File: src/rtl/pscnt_pkg.sv
// Package: shared defaults for the low-phase strobe counter.
// Assumes: decode values are distinct and fit in the counter width.
package pscnt_pkg;
    localparam int unsigned DEF_CNT_W = 3;
    localparam int unsigned DEF_N_STB = 3;
    // Packed decode values; entry k sits at bits [k*W +: W].
    localparam logic [DEF_N_STB*DEF_CNT_W-1:0] DEF_MATCH = {3'd5, 3'd3, 3'd2};
endpackage

File: src/rtl/tff_stage.sv
// Module: tff_stage
// One toggle cell of the counter. It flips its state on a rising edge when
// tog_i is 1 and clears on a rising edge when rst_n is low.
// Assumes: tog_i is settled before the rising edge.
module tff_stage (
    input  logic clk,
    input  logic rst_n,
    input  logic tog_i,
    output logic q_o
);
    // Purpose: hold or flip the stage state; synchronous clear.
    always_ff @(posedge clk) begin
        if (!rst_n)      q_o <= 1'b0;
        else if (tog_i)  q_o <= ~q_o;
    end

    // an enabled stage flips and a disabled stage holds.
    assert_stage_flip_R6: assert property (@(posedge clk) disable iff (!rst_n)
        tog_i |=> (q_o != $past(q_o)));
    assert_stage_hold_R6: assert property (@(posedge clk) disable iff (!rst_n)
        !tog_i |=> (q_o == $past(q_o)));
endmodule

File: src/rtl/toggle_counter.sv
// Module: toggle_counter
// Synchronous binary up-counter built from toggle cells. Each cell flips when
// all lower cells hold 1, and every cell shares one clock and one clear.
// Assumes: CNT_W >= 1.
module toggle_counter #(
    parameter int unsigned CNT_W = 3
) (
    input  logic             clk,
    input  logic             rst_n,
    output logic [CNT_W-1:0] cnt_o
);
    localparam logic [CNT_W-1:0] CNT_MAX = {CNT_W{1'b1}};

    logic [CNT_W-1:0] tog;

    // Purpose: the lowest stage always toggles.
    assign tog[0] = 1'b1;

    genvar gi;
    generate
        for (gi = 0; gi < CNT_W; gi++) begin : g_stage
            if (gi > 0) begin : g_chain
                // Purpose: carry chain, a stage toggles when every lower bit is 1.
                assign tog[gi] = tog[gi-1] & cnt_o[gi-1];
            end
            tff_stage u_stage (
                .clk   (clk),
                .rst_n (rst_n),
                .tog_i (tog[gi]),
                .q_o   (cnt_o[gi])
            );
        end
    endgenerate

    // the count advances by one per counting edge.
    assert_step_one_R1: assert property (@(posedge clk) disable iff (!rst_n)
        $past(rst_n) |-> (cnt_o == CNT_W'($past(cnt_o) + 1'b1)));
    // the all-ones value wraps to zero.
    assert_wrap_zero_R2: assert property (@(posedge clk) disable iff (!rst_n)
        ($past(rst_n) && ($past(cnt_o) == CNT_MAX)) |-> (cnt_o == '0));
    // an edge with reset low leaves the count at zero.
    assert_reset_clear_R5: assert property (@(posedge clk)
        !rst_n |=> (cnt_o == '0));
endmodule

File: src/rtl/value_decoder.sv
// Module: value_decoder
// Compares the registered count against each configured value and raises
// one match bit per value. The match bits are full-cycle levels.
// Assumes: the configured values are distinct.
module value_decoder #(
    parameter int unsigned CNT_W = 3,
    parameter int unsigned N_STB = 3,
    parameter logic [N_STB*CNT_W-1:0] MATCH_VALS = '0
) (
    input  logic             clk,
    input  logic             rst_n,
    input  logic [CNT_W-1:0] cnt_i,
    output logic [N_STB-1:0] match_o
);
    genvar gk;
    generate
        for (gk = 0; gk < N_STB; gk++) begin : g_cmp
            // Purpose: equality compare of the count with value gk.
            assign match_o[gk] = (cnt_i == MATCH_VALS[gk*CNT_W +: CNT_W]);
        end
    endgenerate

    // distinct values never match at once.
    assert_single_match_R3: assert property (@(posedge clk) disable iff (!rst_n)
        $onehot0(match_o));
endmodule

File: src/rtl/phase_gate.sv
// Module: phase_gate
// ANDs each match level with the inverted clock and with reset inactive, so
// that each strobe fills only the low half of the cycle.
// Assumes: match levels change only just after the rising edge.
module phase_gate #(
    parameter int unsigned N_STB = 3
) (
    input  logic             clk,
    input  logic             rst_n,
    input  logic [N_STB-1:0] match_i,
    output logic [N_STB-1:0] strobe_o
);
    logic low_phase;

    // Purpose: enable the strobes only in the clock-low phase outside reset.
    assign low_phase = ~clk & rst_n;
    // Purpose: gate every match bit with the phase enable.
    assign strobe_o  = match_i & {N_STB{low_phase}};

    // just before a falling edge (the high phase), strobes are quiet.
    assert_high_quiet_R4: assert property (@(negedge clk) disable iff (!rst_n)
        strobe_o == '0);
    // just before a rising edge (the low phase), strobes follow the match levels.
    assert_low_follow_R4: assert property (@(posedge clk) disable iff (!rst_n)
        strobe_o == match_i);
endmodule

File: src/rtl/phase_strobe_counter.sv
// Module: phase_strobe_counter (top)
// Free-running toggle-cell counter whose selected values produce strobes
// that last half a cycle, in the clock-low phase.
// Assumes: synchronous active-low reset held for at least one rising edge at start-up.
module phase_strobe_counter
    import pscnt_pkg::*;
#(
    parameter int unsigned CNT_W = DEF_CNT_W,
    parameter int unsigned N_STB = DEF_N_STB,
    parameter logic [N_STB*CNT_W-1:0] MATCH_VALS = DEF_MATCH
) (
    input  logic             clk,
    input  logic             rst_n,
    output logic [N_STB-1:0] strobe_o,
    output logic [CNT_W-1:0] count_o
);
    logic [CNT_W-1:0] cnt;
    logic [N_STB-1:0] match;

    toggle_counter #(.CNT_W(CNT_W)) u_cnt (
        .clk   (clk),
        .rst_n (rst_n),
        .cnt_o (cnt)
    );

    value_decoder #(.CNT_W(CNT_W), .N_STB(N_STB), .MATCH_VALS(MATCH_VALS)) u_dec (
        .clk     (clk),
        .rst_n   (rst_n),
        .cnt_i   (cnt),
        .match_o (match)
    );

    phase_gate #(.N_STB(N_STB)) u_gate (
        .clk      (clk),
        .rst_n    (rst_n),
        .match_i  (match),
        .strobe_o (strobe_o)
    );

    // Purpose: expose the count for observation.
    assign count_o = cnt;

    // with no match, no strobe in any phase.
    assert_no_match_quiet_R7: assert property (@(posedge clk) disable iff (!rst_n)
        (match == '0) |-> (strobe_o == '0));
endmodule

File: config.mk
export PLATFORM = sky130hd
export DESIGN_NAME = phase_strobe_counter
export DESIGN_NICKNAME = d
export VERILOG_FILES = /design/src/rtl/pscnt_pkg.sv /design/src/rtl/tff_stage.sv /design/src/rtl/toggle_counter.sv /design/src/rtl/value_decoder.sv /design/src/rtl/phase_gate.sv /design/src/rtl/phase_strobe_counter.sv
export SDC_FILE = /design/constraint.sdc
export NUM_CORES = 1
export LEC_CHECK = 0
export BUFFER_PORTS_ARGS = -buffer_cell sky130_fd_sc_hd__buf_2
export CELL_PAD_IN_SITES_DETAIL_PLACEMENT = 0
export CELL_PAD_IN_SITES_GLOBAL_PLACEMENT = 2
export CORE_AREA = 5 5 42 44
export CTS_CLUSTER_DIAMETER = 150
export DETAILED_ROUTE_END_ITERATION = 8
export DIE_AREA = 0 0 47 49
export HOLD_SLACK_MARGIN = 0.02
export PLACE_DENSITY = 0.57
export SLEW_MARGIN = 20
export SYNTH_ARGS = -nofsm -noshare
export SYNTH_HDL_FRONTEND = slang
export SYNTH_SLANG_ARGS = --single-unit
File: constraint.sdc
create_clock -name clk -period 1.31 [get_ports clk]
set_input_delay 0.0655 -clock clk [delete_from_list [all_inputs] [get_ports clk]]
set_output_delay 0.0655 -clock clk [all_outputs]
set_load 0.01 [all_outputs]
==> results by group, run 1 <==
Timing
  – Final setup viols: 3
  – Setup tns final: -0.2713 ns
  – RSZ-0062 raised after global routing: yes
  – Slew at the pin with the worst max-slew slack: 0.1772 ns
  – Final Hold Viols: 0
  – PnR worst setup slack: -0.1338 ns
  – Slew Limit Fails: 0
  – Max transition margin: 88.14%
  – Fin Clk Skew: 0.0005791 ns

Place
  – Setup WS pre-CTS: 0.06644 ns
  – I/O Buffers: 7
  – Placed Cells: 38
  – Placed inst area: 202.7 um^2
  – Placer Congestion: 0.6451

Final layout
  – Multi-input logic area: 115.1 um^2
  – Biggest regs: u_cnt.g_stage.u_stage.q_o x3
  – Register area: 63.81 um^2
  – Non-Filler Instances: 50
  – Max FFs per register: 3
  – Register with the most flip-flops: u_cnt.g_stage.u_stage.q_o
  – Util after Layout: 24.38%
  – Final nets: 36
  – Fin area: 341.6 um^2
  – Share of cells above drive strength 1: 64.71%
  – Area grow syn2layout: 100.7%
  – Number of filler cells placed in the layout: 164
  – # diodes: 0

Floorplan
  – IO Pins: 8
  – Core area: 0.001401 mm^2
  – Die outline area: 0.002303 mm^2
  – Die width: 47 um
  – Chip Height: 49 um
  – Row count: 14
  – Initial core utilization: 12.14%

Min path
  – Hold Crit Class: input pin to flip-flop
  – Min-Delay Path Depth: 3
  – WHS Endpoint: u_cnt.g_stage[2].u_stage.q_o
  – Hold path start: rst_n

Outcome
  – Outcome: finished, violations left
  – Failing checks: setup timing

Clock network
  – Clock transition at path regs: 0.04 ns
  – CTS sink cnt: 3
  – Clock latency on the worst-skew pair: 0.35 ns
  – CTS tree: done

Pwr
  – Pwr/cell area: 1972 mW/mm^2
  – Max VDD drop: 473.3 uV
  – Leakage: 0.1679 nW

Setup path
  – FF-to-FF End: u_cnt.g_stage[1].u_stage.q_o
  – R2r setup slk: 0.53 ns
  – Critical path class: clock port to primary output
  – CP Launch Type: clock port
  – Critical R2R Launch: u_cnt.g_stage[1].u_stage.q_o
  – Crit. End Element: primary output
  – Critical path peak fanout: 2
  – Worst Path Required: 1.24 ns
  – Worst R2R Path Depth: 2
  – Arrival @ worst endpoint: 1.38 ns

Global route
  – Largest net degree at the start of global routing: 8
  – First-pass GRT wire length: 903 um
  – Gr usage total: 7.178%
  – Vias in the first global route: 255
  – Total grt overflow: 0
  – Initial antenna violation count: 0

Synth
  – Synthesized area: 170.2 um^2
  – Post-synthesis cell count: 18
  – Syn_nets: 20
  – Seq/Total Area, Yosys: 35.29%
  – FF+latch count, synth: 3
  – Syn_area_per_cell: 9.454 um^2
  – Cell variety after synth: 11
  – YS warnings: 0
  – Main area contributors after synthesis: dfxtp_1 (35%), buf_4 (13%), nor4b_2 (8.8%)
  – Largest area contributor in the netlist: dfxtp_1
  – Post-synth top area share: 35.29%

Detailed routing
  – DRC: 0
  – Via density: 3.860
  – First-pass iteration count of the detailed router: 1
  – Drt total wl: 582 um
  – Routed length per instance: 11.64 um
  – Initial DRC count: 0
  – Post-route ant nets: 0
  – Via count: 193

Flow run
  – Max-cap violation count: 0
## synth_stat cells
master	count
nor4b_2	1
nor3_1	1
nor2b_1	1
dfxtp_1	3
nand2_1	3
and4bb_1	1
buf_4	3
xor2_1	1
nand2b_1	2
and2_1	1
mux2i_1	1
## area by class of cell
cell class	instances	share of cell area, %
Sequential cell	3	18.68
Tap cell	16	5.861
Multi-Input combinational cell	12	33.70
Clock buffer	12	28.57
Timing Repair Buffer	6	11.72
Clock inverter	1	1.465
## critical path, cell delays in order
cell	delay [ns]
buf_8	0.09
nand2b_4	0.14
buf_8	0.13
nor4b_4	0.19
buf_2	0.17
## stage by stage
step                 power, W  hold slack [ns]
detailed placement  0.0001793           0.3397
CTS                 0.0006152          0.02348
global placement    0.0001786           0.3356
finish              0.0006737          0.03421
floorplan           0.0001713           0.1872
global route        0.0007165          0.05454
## worst max path at each step
stage                     from          end  cells past startpoint
final                      clk  strobe_o[0]                      5
after global routing       clk  strobe_o[1]                      5
after floorplan            clk  strobe_o[1]                      2
after CTS                  clk  strobe_o[0]                      5
after detailed placement   clk  strobe_o[1]                      3
after global placement     clk  strobe_o[1]                      3
## logic make-up after synthesis
logic type,after synthesis,synth area share [%]
and+or+nand+nor,10,40.44
DFF,3,35.30
buffers and inverters,3,13.23
xor gates and xnor gates,1,5.148
muxes,1,5.883
## routing by layer
layer	part of all wire, %	vias up	global-route usage [%]
met5	0	-	0
met4	4.3	0	13.36
met3	19	5	10.70
met2	46	12	5.882
met1	30	87	3.947
li1	-	89	-
## what timing repair did
item                                    in CTS  in global routing
gates resized for setup                      4                  9
endpoints found under the setup margin       3                  6
hold buffers                                 2                  0
hold endpoints to repair                     2                  0
setup buffers                                0                  1
pin swaps                                    2                  2
## report_power, final
part	leakage [nW]	internal, W	total [W]	switching, W
logic	0.0533	0.0000171	0.0000318	0.0000147
registers	0.0258	0.000101	0.000117	0.0000156
clock network	0.0888	0.000376	0.000525	0.000149
total	0.168	0.000494	0.000674	0.000179
## placed cells by master (no fill, tap or decap)
master and count:
buf_6 1, nand2b_4 1, clkinv_2 1, nor4b_4 1, nand2_1 3, nor2b_1 1
buf_8 2, buf_2 7, xor2_1 1, dlygate4sd3_1 2, and4bb_1 1, dfxtp_2 3
clkbuf_1 1, buf_4 1, and2_1 1, nor3_4 1, clkbuf_4 4, mux2i_1 1
nand2b_1 1
No activity file was read; power rests on OpenSTA's default activity.
==> inputs of run 2 (changes only) <==
Settings changed: ABC_AREA from default to 0, CORE_AREA 5 5 42 44 to 2 2 39 41, DIE_AREA 0 0 47 49 to 0 0 41 43, REMOVE_ABC_BUFFERS from default to 1.
==> results by group, run 2 (same netlist as run 1, synthesis figures left out) <==
Timing
  – Slew Limit Fails: 0 (unchanged)
  – Final Hold Viols: 0 (unchanged)
  – PnR worst setup slack: -0.1366 ns (was -0.1338 ns)
  – Fin Clk Skew: 0.004527 ns (was 0.0005791 ns)
  – Final setup viols: 3 (unchanged)
  – Max transition margin: 88.95% (was 88.14%)
  – Hold_ws: 0.03708 ns (was 0.03421 ns)
  – RSZ-0062 raised after global routing: yes (unchanged)
  – Slew at the pin with the worst max-slew slack: 0.1651 ns (was 0.1772 ns)

Final layout
  – Max FFs per register: 3 (unchanged)
  – Area grow syn2layout: 83.09% (was 100.7%)
  – Biggest regs: u_cnt.g_stage.u_stage.q_o x3 (unchanged)
  – Register with the most flip-flops: u_cnt.g_stage.u_stage.q_o (unchanged)
  – Commonest non-fill, non-tap cell in the layout: buf_2 (unchanged)
  – # diodes: 0 (unchanged)
  – Share of cells above drive strength 1: 68.75% (was 64.71%)
  – Final nets: 34 (was 36)
  – Fin area: 311.5 um^2 (was 341.6 um^2)
  – Number of filler cells placed in the layout: 161 (was 164)
  – Most frequent cells in the layout: buf_2 (7), clkbuf_4 (5), nand2_1 (3), dfxtp_2 (3), buf_8 (2) (was buf_2 (7), clkbuf_4 (4), nand2_1 (3), dfxtp_2 (3))

Clock network
  – Hold Buf Count CTS: 0 (was 2)
  – CTS tree: done (unchanged)
  – Clock transition at path regs: 0.04 ns (about the same)
  – Clock latency on the worst-skew pair: 0.34 ns (was 0.35 ns)
  – CTS sink cnt: 3 (unchanged)

Detailed routing
  – DRC: 0 (unchanged)
  – Met3 WL: 57 um (was 112 um)
  – Post-route ant nets: 0 (unchanged)
  – Initial DRC count: 3 (was 0)
  – Metal2 WL: 181 um (was 267 um)
  – Wl on met1: 204 um (was 175 um)
  – Via density: 3.479 (was 3.860)
  – Routed length per instance: 9.229 um (was 11.64 um)
  – Via count: 167 (was 193)
  – Max Used Layer: met3 (was met4)
  – Drt total wl: 443 um (was 582 um)
  – First-pass iteration count of the detailed router: 2 (was 1)

Global route
  – Total grt overflow: 0 (unchanged)
  – Initial antenna violation count: 0 (unchanged)
  – Gr usage total: 8.325% (was 7.178%)
  – Vias in the first global route: 239 (was 255)
  – Largest net degree at the start of global routing: 8 (unchanged)
  – First-pass GRT wire length: 814 um (was 903 um)

Setup path
  – R2r setup slk: 0.53 ns (about the same)
  – Worst R2R Path Depth: 2 (unchanged)
  – Critical path class: clock port to primary output (unchanged)
  – Critical path peak fanout: 2 (unchanged)
  – Arrival @ worst endpoint: 1.38 ns (about the same)
  – Cell family with most CP delay: simple AND/OR/NAND/NOR gates (was buffers and inverters)
  – Worst Path Buf+Inv: 3 (unchanged)
  – Crit. End Element: primary output (unchanged)
  – Max stage delay on crit path: 0.23 ns (was 0.19 ns)
  – CP Launch Type: clock port (unchanged)
  – WP depth: 5 (unchanged)
  – Worst Path Required: 1.24 ns (about the same)
  – Critical-path cell list: buf_8, nand2b_4, clkbuf_4, and4bb_1, buf_2 (was buf_8, nand2b_4, buf_8, nor4b_4, buf_2)
  – Slowest CP cell: and4bb_1 (was nor4b_4)

Pwr
  – Leakage: 0.1555 nW (was 0.1679 nW)
  – Pwr/cell area: 2021 mW/mm^2 (was 1972 mW/mm^2)
  – Power, Total: 0.0006298 W (was 0.0006737 W)
  – Max VDD drop: 665.9 uV (was 473.3 uV)

Floorplan
  – Core area: 0.001384 mm^2 (was 0.001401 mm^2)
  – Die outline area: 0.001763 mm^2 (was 0.002303 mm^2)
  – Initial core utilization: 12.30% (was 12.14%)
  – IO Pins: 8 (unchanged)
  – Row count: 14 (unchanged)
  – Die width: 41 um (was 47 um)
  – Chip Height: 43 um (was 49 um)

Flow run
  – Max-cap violation count: 0 (unchanged)

Min path
  – Min-Delay Path Depth: 3 (unchanged)
  – Hold Crit Class: input pin to flip-flop (unchanged)

Place
  – I/O Buffers: 7 (unchanged)
  – Placed inst area: 202.7 um^2 (unchanged)
  – Placer Congestion: 0.5318 (was 0.6451)

Outcome
  – Outcome: finished, violations left (unchanged)
  – Failing checks: setup timing (unchanged)
[run 2: changes by cell type in the layout (fill, tap and decap cells not counted), sizes merged]
cell / change
clkbuf: +1
buf: -1
dlygate4sd3: -2
[run 2: worst paths after layout]
check,startpoint,endpoint
worst max register to register,u_cnt.g_stage[0].u_stage.q_o,u_cnt.g_stage[1].u_stage.q_o
worst max-delay path,clk,strobe_o[1]
worst min-delay path,rst_n,u_cnt.g_stage[2].u_stage.q_o
worst min register to register,u_cnt.g_stage[0].u_stage.q_o,u_cnt.g_stage[0].u_stage.q_o
[run 2: where the power goes]
group	switching, W	total, W	internal (W)
clock network	0.000124	0.000487	0.000363
registers	0.0000150	0.000116	0.000101
logic	0.0000133	0.0000265	0.0000132
total	0.000152	0.000630	0.000477
[run 2: through the flow]
stage	util [%]	worst slack, ns	TNS (ns)	cells
2_1_floorplan	-	0.1173	0	15
4_1_cts	21.43	-0.1877	-0.4949	48
3_3_place_gp	14.65	0.06657	0	38
5_1_grt	22.51	-0.1675	-0.4675	48
3_5_place_dp	14.65	0.06643	0	38
6_report	22.51	-0.1366	-0.3567	48
[run 2: layout make-up]
| class | instances | area, um^2 | share of cell area, % |
|---|---|---|---|
| tap | 16 | 20.02 | 6.426 |
| multi-input combinational | 12 | 108.9 | 34.94 |
| clock buffer | 12 | 93.84 | 30.12 |
| timing repair buffer | 4 | 20.02 | 6.426 |
| clock inverter | 1 | 5.005 | 1.606 |
| sequential | 3 | 63.81 | 20.48 |
[run 2: worst min-delay path, cell delays in order]
cell and delay (ns):
buf_2 0.14, nand2_1 0.07, mux2i_1 0.05
[run 2: metal layers]
metal / up-vias / GRT usage (%)
li1: 86 / -
met1: 71 / 6.731
met2: 10 / 6.875
met3: 0 / 11.52
met4: 0 / 12.00
met5: - / 0
[run 2: timing repair]
item                       CTS  global route
pin swaps                    3             1
setup endpoints to repair    3             6
gates resized for setup      4             6
setup buffers                1             0
gates cloned                 0             0
==> inputs of run 3 (changes only) <==
Settings changed: TNS_END_PERCENT from default to 50.
==> results by group, run 3 (same netlist as run 1, synthesis figures left out) <==
Outcome
  – Outcome: finished, violations left (unchanged)
  – Failing checks: setup timing (unchanged)

Timing
  – RSZ-0062 raised after global routing: yes (unchanged)
  – PnR worst setup slack: -0.1407 ns (was -0.1366 ns)
  – Setup tns final: -0.3680 ns (was -0.3567 ns)
  – Slew Limit Fails: 0 (unchanged)
  – Final Hold Viols: 0 (unchanged)
  – Slew at the pin with the worst max-slew slack: 0.1643 ns (was 0.1651 ns)
  – Final setup viols: 3 (unchanged)
  – Fin Clk Skew: 0.004903 ns (was 0.004527 ns)
  – Max transition margin: 89.00% (was 88.95%)

Final layout
  – Number of filler cells placed in the layout: 160 (was 161)
  – Fin area: 311.5 um^2 (unchanged)
  – # diodes: 0 (unchanged)
  – Final nets: 34 (unchanged)
  – Max FFs per register: 3 (unchanged)
  – Most frequent cells in the layout: buf_2 (7), clkbuf_4 (5), nand2_1 (3), dfxtp_2 (3), buf_8 (2) (unchanged)
  – Register with the most flip-flops: u_cnt.g_stage.u_stage.q_o (unchanged)
  – Commonest non-fill, non-tap cell in the layout: buf_2 (unchanged)
  – Share of cells above drive strength 1: 68.75% (unchanged)
  – Util after Layout: 22.51% (unchanged)
  – Biggest regs: u_cnt.g_stage.u_stage.q_o x3 (unchanged)
  – Area grow syn2layout: 83.09% (unchanged)

Detailed routing
  – Post-route ant nets: 0 (unchanged)
  – Max Used Layer: met3 (unchanged)
  – Routed length per instance: 9.563 um (was 9.229 um)
  – Initial DRC count: 3 (unchanged)
  – Metal2 WL: 190 um (was 181 um)
  – Drt total wl: 459 um (was 443 um)
  – Via density: 3.521 (was 3.479)
  – DRC: 0 (unchanged)
  – Via count: 169 (was 167)
  – First-pass iteration count of the detailed router: 2 (unchanged)
  – Wl on met1: 217 um (was 204 um)
  – Met3 WL: 51 um (was 57 um)

Clock network
  – Clock transition at path regs: 0.04 ns (about the same)
  – Clock latency on the worst-skew pair: 0.34 ns (about the same)
  – CTS sink cnt: 3 (unchanged)
  – CTS tree: done (unchanged)

Pwr
  – Sw Share: 24.45% (was 24.19%)
  – Pint: 0.0004775 W (was 0.0004774 W)
  – Leakage: 0.1555 nW (unchanged)
  – Power share of the combinational group: 4.2% (about the same)
  – Max VDD drop: 669.6 uV (was 665.9 uV)
  – Seq pwr share: 18.4% (was 18.5%)
  – P_sw: 0.0001546 W (was 0.0001524 W)
  – Clock power frac: 77.4% (was 77.3%)
  – Pwr/cell area: 2029 mW/mm^2 (was 2021 mW/mm^2)

Floorplan
  – Die outline area: 0.001763 mm^2 (unchanged)
  – IO Pins: 8 (unchanged)
  – Die width: 41 um (unchanged)
  – Row count: 14 (unchanged)
  – Core area: 0.001384 mm^2 (unchanged)
  – Initial core utilization: 12.30% (unchanged)
  – Chip Height: 43 um (unchanged)

Setup path
  – CP Launch Type: clock port (unchanged)
  – Critical path peak fanout: 2 (unchanged)
  – Worst Path Required: 1.24 ns (about the same)
  – Critical path class: clock port to primary output (unchanged)
  – Crit. End Element: primary output (unchanged)
  – Arrival @ worst endpoint: 1.39 ns (was 1.38 ns)

Global route
  – Initial antenna violation count: 0 (unchanged)
  – Largest net degree at the start of global routing: 8 (unchanged)
  – Gr usage total: 7.924% (was 8.325%)
  – First-pass GRT wire length: 759 um (was 814 um)
  – Vias in the first global route: 212 (was 239)
  – Total grt overflow: 0 (unchanged)

Place
  – Placed inst area: 202.7 um^2 (unchanged)
  – I/O Buffers: 7 (unchanged)
  – Placer Congestion: 0.5318 (unchanged)

Min path
  – Hold Crit Class: input pin to flip-flop (unchanged)

Flow run
  – Max-cap violation count: 0 (unchanged)
==> run 3: cell counts in the layout (fill, tap and decap cells not counted) <==
No cell type changed its count.
==> run 3: repair_timing <==
| action | 4_1_cts | 5_1_grt |
|---|---|---|
| setup endpoints to repair | 3 | 6 |
| pin swaps | 2 | 2 |
| buffers inserted | 0 | 1 |
| hold buffers | 0 | 0 |
| gates resized for setup | 3 | 7 |
==> run 3: final timing paths <==
path	from	slack (ns)	cells past startpoint	end
worst min-delay path	rst_n	0.04	3	u_cnt.g_stage[2].u_stage.q_o
worst max register to register	u_cnt.g_stage[1].u_stage.q_o	0.53	2	u_cnt.g_stage[1].u_stage.q_o
worst max-delay path	clk	-0.14	5	strobe_o[1]
worst min register to register	u_cnt.g_stage[0].u_stage.q_o	0.50	1	u_cnt.g_stage[0].u_stage.q_o
==> run 3: metrics by stage <==
stage | total power (W) | cells | hold slack [ns] | setup slack [ns]
6_report | 0.0006321 | 48 | 0.03932 | -0.1407
5_1_grt | 0.0006852 | 48 | 0.03644 | -0.1669
4_1_cts | 0.0005874 | 47 | 0.03402 | -0.1881
3_5_place_dp | 0.0001788 | 38 | 0.3406 | 0.06643
3_3_place_gp | 0.0001771 | 38 | 0.3267 | 0.06657
2_1_floorplan | 0.0001615 | 15 | 0.1872 | 0.1173
==> run 3: worst max-delay path, stage by stage <==
cell      delay (ns)
buf_8           0.09
nand2b_4        0.14
clkbuf_4        0.14
and4bb_1        0.23
buf_2           0.13
==> run 3: power by group through the flow <==
| stage | sequential [W] | combinational (W) | clock, W |
|---|---|---|---|
| 2_1_floorplan | 0.000115 | 0.0000104 | 0.0000366 |
| 3_3_place_gp | 0.000111 | 0.0000256 | 0.0000403 |
| 3_5_place_dp | 0.000114 | 0.0000251 | 0.0000403 |
| 4_1_cts | 0.000112 | 0.0000269 | 0.000448 |
| 5_1_grt | 0.000119 | 0.0000309 | 0.000535 |
| 6_report | 0.000116 | 0.0000266 | 0.000489 |
==> run 3: final cells by class <==
class / count / area (um^2) / area share (%)
tap: 16 / 20.02 / 6.426
multi-input combinational: 12 / 108.9 / 34.94
clock buffer: 12 / 93.84 / 30.12
clock inverter: 1 / 5.005 / 1.606
sequential: 3 / 63.81 / 20.48
timing repair buffer: 4 / 20.02 / 6.426
==> run 3: per-layer routing <==
metal | up-vias | global-route usage (%)
li1 | 85 | -
met1 | 74 | 6.410
met2 | 10 | 6.563
met3 | 0 | 11.52
met4 | 0 | 10.67
met5 | - | 0
